### src/rtl/kpd_pkg.sv
package kpd_pkg;

   // Classification of one column's sampled row pattern
   typedef enum logic [1:0] {
      PAT_IDLE  = 2'd0,   // no row low
      PAT_ONE   = 2'd1,   // exactly one row low
      PAT_MULTI = 2'd2    // two or more rows low
   } row_pat_e;

endpackage

### src/rtl/kpd_col_sequencer.sv
// Column drive sequencer: dwell counter, column index, registered
// active-low drive lines and the end-of-sweep strobe.
module kpd_col_sequencer #(
   parameter int NUM_COLS     = 4,
   parameter int SENSE_CYCLES = 833,
   localparam int IDX_W       = (NUM_COLS > 1) ? $clog2(NUM_COLS) : 1,
   localparam int CNT_W       = (SENSE_CYCLES > 1) ? $clog2(SENSE_CYCLES) : 1
) (
   input  logic                clk,
   input  logic                rst_n,
   output logic [NUM_COLS-1:0] col_n,
   output logic [IDX_W-1:0]    col_idx,
   output logic                sample,
   output logic                scan_done
);

   logic [CNT_W-1:0]    dwell_q;
   logic [IDX_W-1:0]    idx_nxt;
   logic [NUM_COLS-1:0] drive_nxt;
   logic                last_col;

   assign sample   = (dwell_q == CNT_W'(SENSE_CYCLES - 1));
   assign last_col = (col_idx == IDX_W'(NUM_COLS - 1));

   always_comb begin
      idx_nxt = last_col ? '0 : col_idx + 1'b1;
      for (int c = 0; c < NUM_COLS; c++) begin
         drive_nxt[c] = (IDX_W'(c) != idx_nxt);
      end
   end

   always_ff @(posedge clk or negedge rst_n) begin
      if (!rst_n) begin
         dwell_q   <= '0;
         col_idx   <= '0;
         col_n     <= {{(NUM_COLS-1){1'b1}}, 1'b0};
         scan_done <= 1'b0;
      end else begin
         scan_done <= sample && last_col;
         if (sample) begin
            dwell_q <= '0;
            col_idx <= idx_nxt;
            col_n   <= drive_nxt;
         end else begin
            dwell_q <= dwell_q + 1'b1;
         end
      end
   end

endmodule

### src/rtl/kpd_col_slice.sv
// One column's registered decoder. Captures the row pattern when told to
// and holds code / active / error until the next capture.
module kpd_col_slice
   import kpd_pkg::*;
#(
   parameter int NUM_ROWS = 4,
   parameter int CODE_W   = 8,
   parameter logic [NUM_ROWS*CODE_W-1:0] CODES = '0,
   localparam int ZC_W = $clog2(NUM_ROWS + 1)
) (
   input  logic              clk,
   input  logic              rst_n,
   input  logic              capture,
   input  logic [NUM_ROWS-1:0] row_n,
   output logic [CODE_W-1:0] code_q,
   output logic              active_q,
   output logic              error_q
);

   logic [ZC_W-1:0]   zero_cnt;
   logic [CODE_W-1:0] hit_code;
   row_pat_e          pat;

   always_comb begin
      zero_cnt = '0;
      hit_code = '0;
      for (int r = 0; r < NUM_ROWS; r++) begin
         if (!row_n[r]) begin
            zero_cnt = zero_cnt + 1'b1;
            hit_code = hit_code | CODES[(NUM_ROWS-1-r)*CODE_W +: CODE_W];
         end
      end
      if (zero_cnt == '0)
         pat = PAT_IDLE;
      else if (zero_cnt == ZC_W'(1))
         pat = PAT_ONE;
      else
         pat = PAT_MULTI;
   end

   always_ff @(posedge clk or negedge rst_n) begin
      if (!rst_n) begin
         code_q   <= '0;
         active_q <= 1'b0;
         error_q  <= 1'b1;
      end else if (capture) begin
         unique case (pat)
            PAT_IDLE: begin
               code_q   <= '0;
               active_q <= 1'b0;
               error_q  <= 1'b0;
            end
            PAT_ONE: begin
               code_q   <= hit_code;
               active_q <= 1'b1;
               error_q  <= 1'b0;
            end
            default: begin
               code_q   <= '0;
               active_q <= 1'b1;
               error_q  <= 1'b1;
            end
         endcase
      end
   end

endmodule

### src/rtl/kpd_merge.sv
// Combines the held per-column results into the block outputs.
module kpd_merge #(
   parameter int NUM_COLS = 4,
   parameter int CODE_W   = 8,
   localparam int AC_W    = $clog2(NUM_COLS + 1)
) (
   input  logic [NUM_COLS*CODE_W-1:0] col_codes,
   input  logic [NUM_COLS-1:0]        col_active,
   input  logic [NUM_COLS-1:0]        col_error,
   output logic [CODE_W-1:0]          key_code,
   output logic                       key_valid,
   output logic                       key_error
);

   logic [AC_W-1:0] act_cnt;
   logic            any_err;

   always_comb begin
      key_code = '0;
      act_cnt  = '0;
      for (int c = 0; c < NUM_COLS; c++) begin
         key_code = key_code | col_codes[c*CODE_W +: CODE_W];
         act_cnt  = act_cnt + AC_W'(col_active[c]);
      end
      any_err   = |col_error;
      key_error = any_err || (act_cnt > AC_W'(1));
      key_valid = !key_error && (act_cnt == AC_W'(1));
   end

endmodule

### src/rtl/kpd_matrix_scanner.sv
// Top level: sequencer, one decoder slice per column, merge.
module kpd_matrix_scanner #(
   parameter int NUM_COLS     = 4,
   parameter int NUM_ROWS     = 4,
   parameter int CODE_W       = 8,
   parameter int SENSE_CYCLES = 833,
   parameter logic [NUM_COLS*NUM_ROWS*CODE_W-1:0] KEY_TABLE = "1470258F369EABCD",
   localparam int IDX_W       = (NUM_COLS > 1) ? $clog2(NUM_COLS) : 1,
   localparam int COL_BITS    = NUM_ROWS * CODE_W
) (
   input  logic                clk,
   input  logic                rst_n,
   input  logic [NUM_ROWS-1:0] row_n,
   output logic [NUM_COLS-1:0] col_n,
   output logic [CODE_W-1:0]   key_code,
   output logic                key_valid,
   output logic                key_error,
   output logic                scan_done
);

   // Elaboration-time parameter checks
   if (NUM_COLS < 2) begin : g_bad_cols
      $error("kpd_matrix_scanner: NUM_COLS must be at least 2");
   end
   if (NUM_ROWS < 2) begin : g_bad_rows
      $error("kpd_matrix_scanner: NUM_ROWS must be at least 2");
   end
   if (SENSE_CYCLES < 2) begin : g_bad_sense
      $error("kpd_matrix_scanner: SENSE_CYCLES must be at least 2");
   end
   if (CODE_W < 1) begin : g_bad_code
      $error("kpd_matrix_scanner: CODE_W must be at least 1");
   end

   logic [IDX_W-1:0]           col_idx;
   logic                       sample;
   logic [NUM_COLS*CODE_W-1:0] col_codes;
   logic [NUM_COLS-1:0]        col_active;
   logic [NUM_COLS-1:0]        col_error;

   kpd_col_sequencer #(
      .NUM_COLS     (NUM_COLS),
      .SENSE_CYCLES (SENSE_CYCLES)
   ) u_seq (
      .clk       (clk),
      .rst_n     (rst_n),
      .col_n     (col_n),
      .col_idx   (col_idx),
      .sample    (sample),
      .scan_done (scan_done)
   );

   for (genvar c = 0; c < NUM_COLS; c++) begin : g_col
      localparam logic [COL_BITS-1:0] COL_CODES =
         KEY_TABLE[(NUM_COLS-1-c)*COL_BITS +: COL_BITS];
      logic capture;
      assign capture = sample && (col_idx == IDX_W'(c));

      kpd_col_slice #(
         .NUM_ROWS (NUM_ROWS),
         .CODE_W   (CODE_W),
         .CODES    (COL_CODES)
      ) u_slice (
         .clk      (clk),
         .rst_n    (rst_n),
         .capture  (capture),
         .row_n    (row_n),
         .code_q   (col_codes[c*CODE_W +: CODE_W]),
         .active_q (col_active[c]),
         .error_q  (col_error[c])
      );
   end

   kpd_merge #(
      .NUM_COLS (NUM_COLS),
      .CODE_W   (CODE_W)
   ) u_merge (
      .col_codes  (col_codes),
      .col_active (col_active),
      .col_error  (col_error),
      .key_code   (key_code),
      .key_valid  (key_valid),
      .key_error  (key_error)
   );

endmodule

### config.mk
export PLATFORM = sky130hd
export DESIGN_NAME = kpd_matrix_scanner
export DESIGN_NICKNAME = d
export VERILOG_FILES = /design/src/rtl/kpd_pkg.sv /design/src/rtl/kpd_col_sequencer.sv /design/src/rtl/kpd_col_slice.sv /design/src/rtl/kpd_merge.sv /design/src/rtl/kpd_matrix_scanner.sv
export SDC_FILE = /design/constraint.sdc
export NUM_CORES = 1
export LEC_CHECK = 0
export BUFFER_PORTS_ARGS = -buffer_cell sky130_fd_sc_hd__buf_2
export CAP_MARGIN = 20
export CORE_ASPECT_RATIO = 1.1
export CORE_MARGIN = 2
export CORE_UTILIZATION = 40
export CTS_BUF_LIST = sky130_fd_sc_hd__clkbuf_4 sky130_fd_sc_hd__clkbuf_8
export CTS_CLUSTER_DIAMETER = 80
export DETAILED_ROUTE_END_ITERATION = 7
export GPL_TIMING_DRIVEN = 0
export RECOVER_POWER = 25
export SLEW_MARGIN = 20
export SYNTH_ARGS = -nofsm -noshare
export SYNTH_HDL_FRONTEND = slang
export SYNTH_HIERARCHICAL = 1
export SYNTH_SLANG_ARGS = --single-unit
### constraint.sdc
create_clock -name clk -period 3.5 [get_ports clk]
set_input_delay 0.525 -clock clk [delete_from_list [all_inputs] [get_ports clk]]
set_output_delay 0.525 -clock clk [all_outputs]
set_load 0.02 [all_outputs]
# Yosys cells after proc, flatten, opt, wreduce, memory -nomap -nowiden
# Cells that the tools add are included.
totals:
  register_bits: 57
  inputBits: 6
  out_inout_bits: 15
  wordCells: 81
op_classes:
  add_sub_neg: 8
  magnitude_cmp: 1
  eq_ne: 10
  n_mux: 30
  bitwise_logic: 3
  reduce_logical: 13
ops:
  columns: ["operator", "count"]
  rows:
  - ["2-to-1 mux 6 bit", 10]
  - ["2-to-1 mux 7 bit", 6]
  - ["2-to-1 mux 8 bit", 4]
  - ["bitwise OR 8 bit", 3]
  - ["adder 10 x 1 -> 10 bit, second input constant", 1]
  - ["equality test 10 bit, second input constant", 1]
  - ["2-to-1 mux 10 bit", 1]
  - ["2-to-1 mux 3 bit", 3]
  - ["adder 3 x 1 -> 3 bit", 2]
  - ["adder 3 x 1 -> 3 bit, second input constant", 2]
  - ["equality test 3 x 1 -> 1 bit, second input constant", 2]
  - ["2-to-1 mux 2 bit", 3]
  - ["logical AND 1 bit", 5]
  - ["equality test 2 x 1 -> 1 bit, second input constant", 2]
  - ["equality test 2 bit, second input constant", 2]
  - ["logical NOT 2 bit", 2]
  - ["!= test 2 bit, first input constant", 2]
  - ["OR reduction 4 bit", 1]
  - ["> comparator 3 x 1 -> 1 bit, second input constant", 1]
  - ["logical NOT 3 bit", 1]
  - ["2-to-1 mux 1 bit", 3]
  - ["adder 1 x 1 -> 2 bit", 1]
  - ["adder 1 x 1 -> 2 bit, second input constant", 1]
  - ["adder 2 x 1 -> 2 bit, second input constant", 1]
  - ["other kinds (5)", 5]

# Depth between registers and ports, before layout
depth:
  depth_word: 13
  mapped_depth: 10
  ltp_nobuf: 9

# By module
# Netlist, hierarchy kept.
modules_own_cells:
  columns: ["mod", "n_inst", "cells_each", "area_per_inst_um2", "seq_area_each_um2"]
  rows:
  - ["kpd_col_sequencer", 1, 70, 830.8, 429.2]
  - ["kpd_col_slice (g_col[1].u_slice)", 1, 53, 561.8, 201.4]
  - ["kpd_col_slice (g_col[3].u_slice)", 1, 52, 518.0, 151.4]
  - ["kpd_col_slice (g_col[2].u_slice)", 1, 51, 513.0, 201.4]
  - ["kpd_col_slice (g_col[0].u_slice)", 1, 52, 511.7, 151.4]
  - ["kpd_merge", 1, 22, 163.9, 0.0]
  - ["kpd_matrix_scanner", 1, 4, 37.5, 0.0]

# Least setup slack after synthesis
# No wires, ideal clock.
synth_timing:
  path_type: "register to register"
  from: "register u_seq.dwell_q[0]"
  to: "register g_col[2].u_slice.code_q[0]"
  setup_ps: 110
  arrival_ps: 2230
  required_ps: 3390
  slack_ps: 1160
  path_stages_with_launch: 10
  path_buffers: 1
  period_less_slack_ps: 2340
  path_cell_list: "dfrtp_1 > inv_1 > ha_1 > or4b_4 > nor3_4 > buf_6 > and3b_1 > nand2b_1 > mux2_4 > o41ai_1"
synth_via:
  elab_chain_len: 2
synth_lines:
  columns: ["item", "line", "source"]
  rows:
  - ["from (decl)", "kpd_col_sequencer.sv:17", "logic [CNT_W-1:0] dwell_q;"]
  - ["from (signal assigned)", "kpd_col_sequencer.sv:45", "dwell_q <= dwell_q + 1'b1;"]
  - ["equality test 10 bit", "kpd_col_sequencer.sv:22", "assign sample = (dwell_q == CNT_W'(SENSE_CYCLES - 1));"]
  - ["via sample", "kpd_matrix_scanner.sv:36", "logic sample;"]
  - ["logical AND 1 bit", "kpd_matrix_scanner.sv:57", "assign capture = sample && (col_idx == IDX_W'(c));"]
  - ["via g_col[2].capture", "kpd_matrix_scanner.sv:56", "logic capture;"]
  - ["to (signal assigned)", "kpd_col_slice.sv:54", "code_q <= hit_code;"]
  - ["to (decl)", "kpd_col_slice.sv:15", "output logic [CODE_W-1:0] code_q,"]
# The timed path passes the listed nets, and every way through them passes these cells.
# A chain may end at the register's enable or synchronous reset.

# Worst setup path in the final report
layout_timing:
  from: "register g_col[1].u_slice.active_q"
  to: "output key_valid"
layout_via:
  elab_chain_len: 7
  word_cells_on_any_way: 8
  cone_classes: "add/sub (3); order compare (1); eq/ne (1); reduce/logical (3)"
layout_lines:
  columns: ["item", "line", "source"]
  rows:
  - ["from (decl)", "kpd_col_slice.sv:16", "output logic active_q,"]
  - ["from (signal assigned)", "kpd_col_slice.sv:44", "active_q <= 1'b0;"]
  - ["from (signal assigned)", "kpd_col_slice.sv:50", "active_q <= 1'b0;"]
  - ["from (signal assigned)", "kpd_col_slice.sv:55", "active_q <= 1'b1;"]
  - ["adder 1 x 1 -> 2 bit *", "kpd_merge.sv:23", "act_cnt = act_cnt + AC_W'(col_active[c]);"]
  - ["adder 3 x 1 -> 3 bit * (2 in a row)", "kpd_merge.sv:23", null]
  - ["> comparator 3 x 1 -> 1 bit", "kpd_merge.sv:26", "key_error = any_err || (act_cnt > AC_W'(1));"]
  - ["logical OR 1 bit", "kpd_merge.sv:26", null]
  - ["logical NOT 1 bit", "kpd_merge.sv:27", "key_valid = !key_error && (act_cnt == AC_W'(1));"]
  - ["logical AND 1 bit *", "kpd_merge.sv:27", null]
  - ["to (decl)", "kpd_matrix_scanner.sv:16", "output logic key_valid,"]
# Every way passes the cells marked *; elsewhere a longest branch is shown, timed or not.

==> flow_summary.ini <==
[status]
run_status = complete, but fails checks
violated_checks = capacitance limit, slew limit

[place]
dpl.cell_count = 433
place.port_buffers = 19
dp_hpwl_mm = 4.29
routabilityCongestion = 0.763

[floorplanning]
die-height_um = 96.9
area_inside_the_core_boundary_um2 = 7510
ioPinCount = 21
die_area_um2 = 8570
chipWidth_um = 88.4
initial_core_util_pct = 41.7
placement_row_count = 33

[clocking]
clock_tree.htree_level_count = 2
clock_insertion_delay_worst_skew_ps = 300
clk_path_buf_depth = 2
cts_made_buffers = 5
cts_setup_buffers = 0
cts.hold.buffers_added = 0
cts_num_sinks = 45
cts.root.buffer_cell = sky130_fd_sc_hd__clkbuf_8
cts_tree = done
post_cts_sizing_count = 0
clk_pin_slew_ps = 100

[detailed_routing]
num_vias = 2183
detail_route.first_pass.iterations = 4
wl_mm = 5.88
remaining_drc_errors = 0
drtIter0Drc = 86
postRouteAntennaNets = 0
detail_route.wl_per_cell_um = 13.3
route.detailed.vias_per_inst = 4.95

[grt]
grt_pass1_wl_mm = 10.3
track_usage_pct = 14.9
grt_overflow = 0
maximum_number_of_pins_on_one_net_before_global_route_repair = 46
number_of_global_route_vias_before_repair = 2186
antenna_found_initial = 0

[finish]
final_cell_count_no_fill = 441
fraction_of_final_layout_cells_with_drive_strength_greater_than_1_pct = 22.9
area_growth_syn_to_layout_pct = 11.7
fillers = 767
insertedDiodeCount = 0
layout.nets = 365

[worst_hold_path]
min_delay_worst_endpoint = u_seq/col_n[2]$_DFFE_PN1N_
hold-path-cell-count = 2
hold_path_startpoint = u_seq/col_n[2]$_DFFE_PN1N_
timing.hold.worst.class = flop to flop

[logic_synthesis]
synth.distinct_cells = 69
netlist_top_cells_area = sky130_fd_sc_hd__dfrtp_1, sky130_fd_sc_hd__ha_1, sky130_fd_sc_hd__dfstp_2, sky130_fd_sc_hd__inv_1, sky130_fd_sc_hd__xnor2_1
synth_area_um2 = 3140
synth_flop_cell = sky130_fd_sc_hd__dfrtp_1
synth_top_area_share_pct = 30.3
synth_commonest_cells = sky130_fd_sc_hd__dfrtp_1, sky130_fd_sc_hd__inv_1, sky130_fd_sc_hd__ha_1
synthesis.yosys.warnings = 6
number_of_enable_flip_flop_cells_after_synthesis = 0
synth_most_common_cell = sky130_fd_sc_hd__dfrtp_1
asyncSetResetFlopFracSynth_pct = 100
post_synth.cell_area_avg_um2 = 10.3
synth_area_leader_cell = sky130_fd_sc_hd__dfrtp_1
ys_seq_elements = 45
gate_count_of_the_mapped_netlist = 304
synth.yosys.seq_area_share_pct = 36.2

[timing]
report.final.setup_viol = 0
slew_headroom_pct = -61.1
timing_hold_violations_final = 0
setup_tns_ps = 0
tightestPinTransition_ps = 2420
period_needed_ps = 2800
post_route_clock_skew_ps = 12.6
maxSlewViolCount = 46
fin_crit_sh_pct = 80.1
rsz0062_at_grt = no
achievable-frequency_mhz = 357

[worst_setup_path]
reg2reg_depth = 9
critical_path_class = flop to output port
crit_path_end_kind = output port
critical_path_peak_fanout = 2
worstReg2RegStart = u_seq/dwell_q[0]$_DFF_PN0_
startpoint_type = flop
cp_data_arrival_time_ps = 2280
r2r_end = g_col[2].u_slice/code_q[2]$_DFFE_PN0P_
crit_required_ps = 2970
setup.reg_to_reg.worst_slack_ps = 850

[pwr]
worst_ir_drop_vdd_uv = 203
power.total_mw = 1.15
pwr_density_nw_per_um2 = 328
power_leakage_nw = 1.65

[flow_run]
max_cap_violations = 1
==> layout by cell type, fill, tap and decap left out, drive strengths merged, types with 10 or more instances in the layout <==
master / n
dfrtp: 38
ha: 23
nand2: 15
nand2b: 12
nor2: 15
inv: 36
buf: 36
clkbuf: 10
xnor2: 14
==> critical path, stage by stage (launching register included) <==
cell	delay [ps]
sky130_fd_sc_hd__dfrtp_1	380
sky130_fd_sc_hd__inv_1	70
sky130_fd_sc_hd__fa_1	500
sky130_fd_sc_hd__inv_1	40
sky130_fd_sc_hd__ha_1	190
sky130_fd_sc_hd__inv_1	60
sky130_fd_sc_hd__ha_1	210
sky130_fd_sc_hd__nor3b_1	160
sky130_fd_sc_hd__and3_1	190
sky130_fd_sc_hd__buf_2	170
==> logic make-up after synthesis <==
family,share of synthesized area (%)
DFF,36.2
adders and majority gates,9.81
AOI/OAI and AO/OA,13.4
and+or+nand+nor,19.5
xor gates and xnor gates,7.14
buffers and inverters,9.69
muxes,3.75
other,0.479
==> registers in the layout (all words and copies together), names as in the netlist <==
signal and count:
g_col.u_slice/error_q 4, u_seq/scan_done 1, g_col.u_slice/active_q 4, u_seq/col_idx 2
g_col.u_slice/code_q 20, u_seq/dwell_q 10, u_seq/col_n 4
==> worst max path at each step <==
stage | start | to | slack, ps
3_3_place_gp | row_n[0] | g_col[3].u_slice/active_q$_DFFE_PN0P_ | 840
4_1_cts | g_col[1].u_slice/active_q$_DFFE_PN0P_ | key_valid | 670
2_1_floorplan | u_seq/dwell_q[0]$_DFF_PN0_ | g_col[2].u_slice/code_q[0]$_DFFE_PN0P_ | 1160
5_1_grt | g_col[1].u_slice/active_q$_DFFE_PN0P_ | key_valid | 520
3_5_place_dp | row_n[0] | g_col[3].u_slice/active_q$_DFFE_PN0P_ | 800
6_report | g_col[1].u_slice/active_q$_DFFE_PN0P_ | key_valid | 700
==> layer usage <==
layer / wire length [um] / GRT usage, % / up-vias
li1: - / - / 1096
met1: 2920 / 21.2 / 1054
met2: 2770 / 23.3 / 27
met3: 121 / 2.82 / 6
met4: 74 / 3.96 / 0
met5: 0 / 0 / -
==> through the flow <==
step	instance area, um^2	hold slack [ps]	worst slack [ps]	util, %
final	3500	469	696	46.6
after global routing	3500	493	517	46.6
after CTS	3510	420	671	46.7
after detailed placement	3380	454	797	45.0
after global placement	3380	453	843	45.0
after floorplan	3160	229	1160	-
==> cell type report <==
type                    instances  area [um^2]  area share [%]
multi-input cells             208         1720            49.0
flip-flops and latches         45         1130            32.4
plain buffers                  21          173            4.93
inverters                      35          131            3.75
well taps                     105          131            3.75
repair buffers                 19         93.8            2.68
clock buffers                   6         82.6            2.36
clock inverters                 2         41.3            1.18
==> power breakdown <==
group          internal, mW  switching (mW)  leakage [nW]  total [mW]
logic                0.0843           0.112          1.09       0.196
registers             0.522         0.00158         0.495       0.523
clock network         0.238           0.192        0.0633       0.430
total                 0.843           0.306          1.65        1.15
Note: power is estimated with default switching activity, not from simulation.
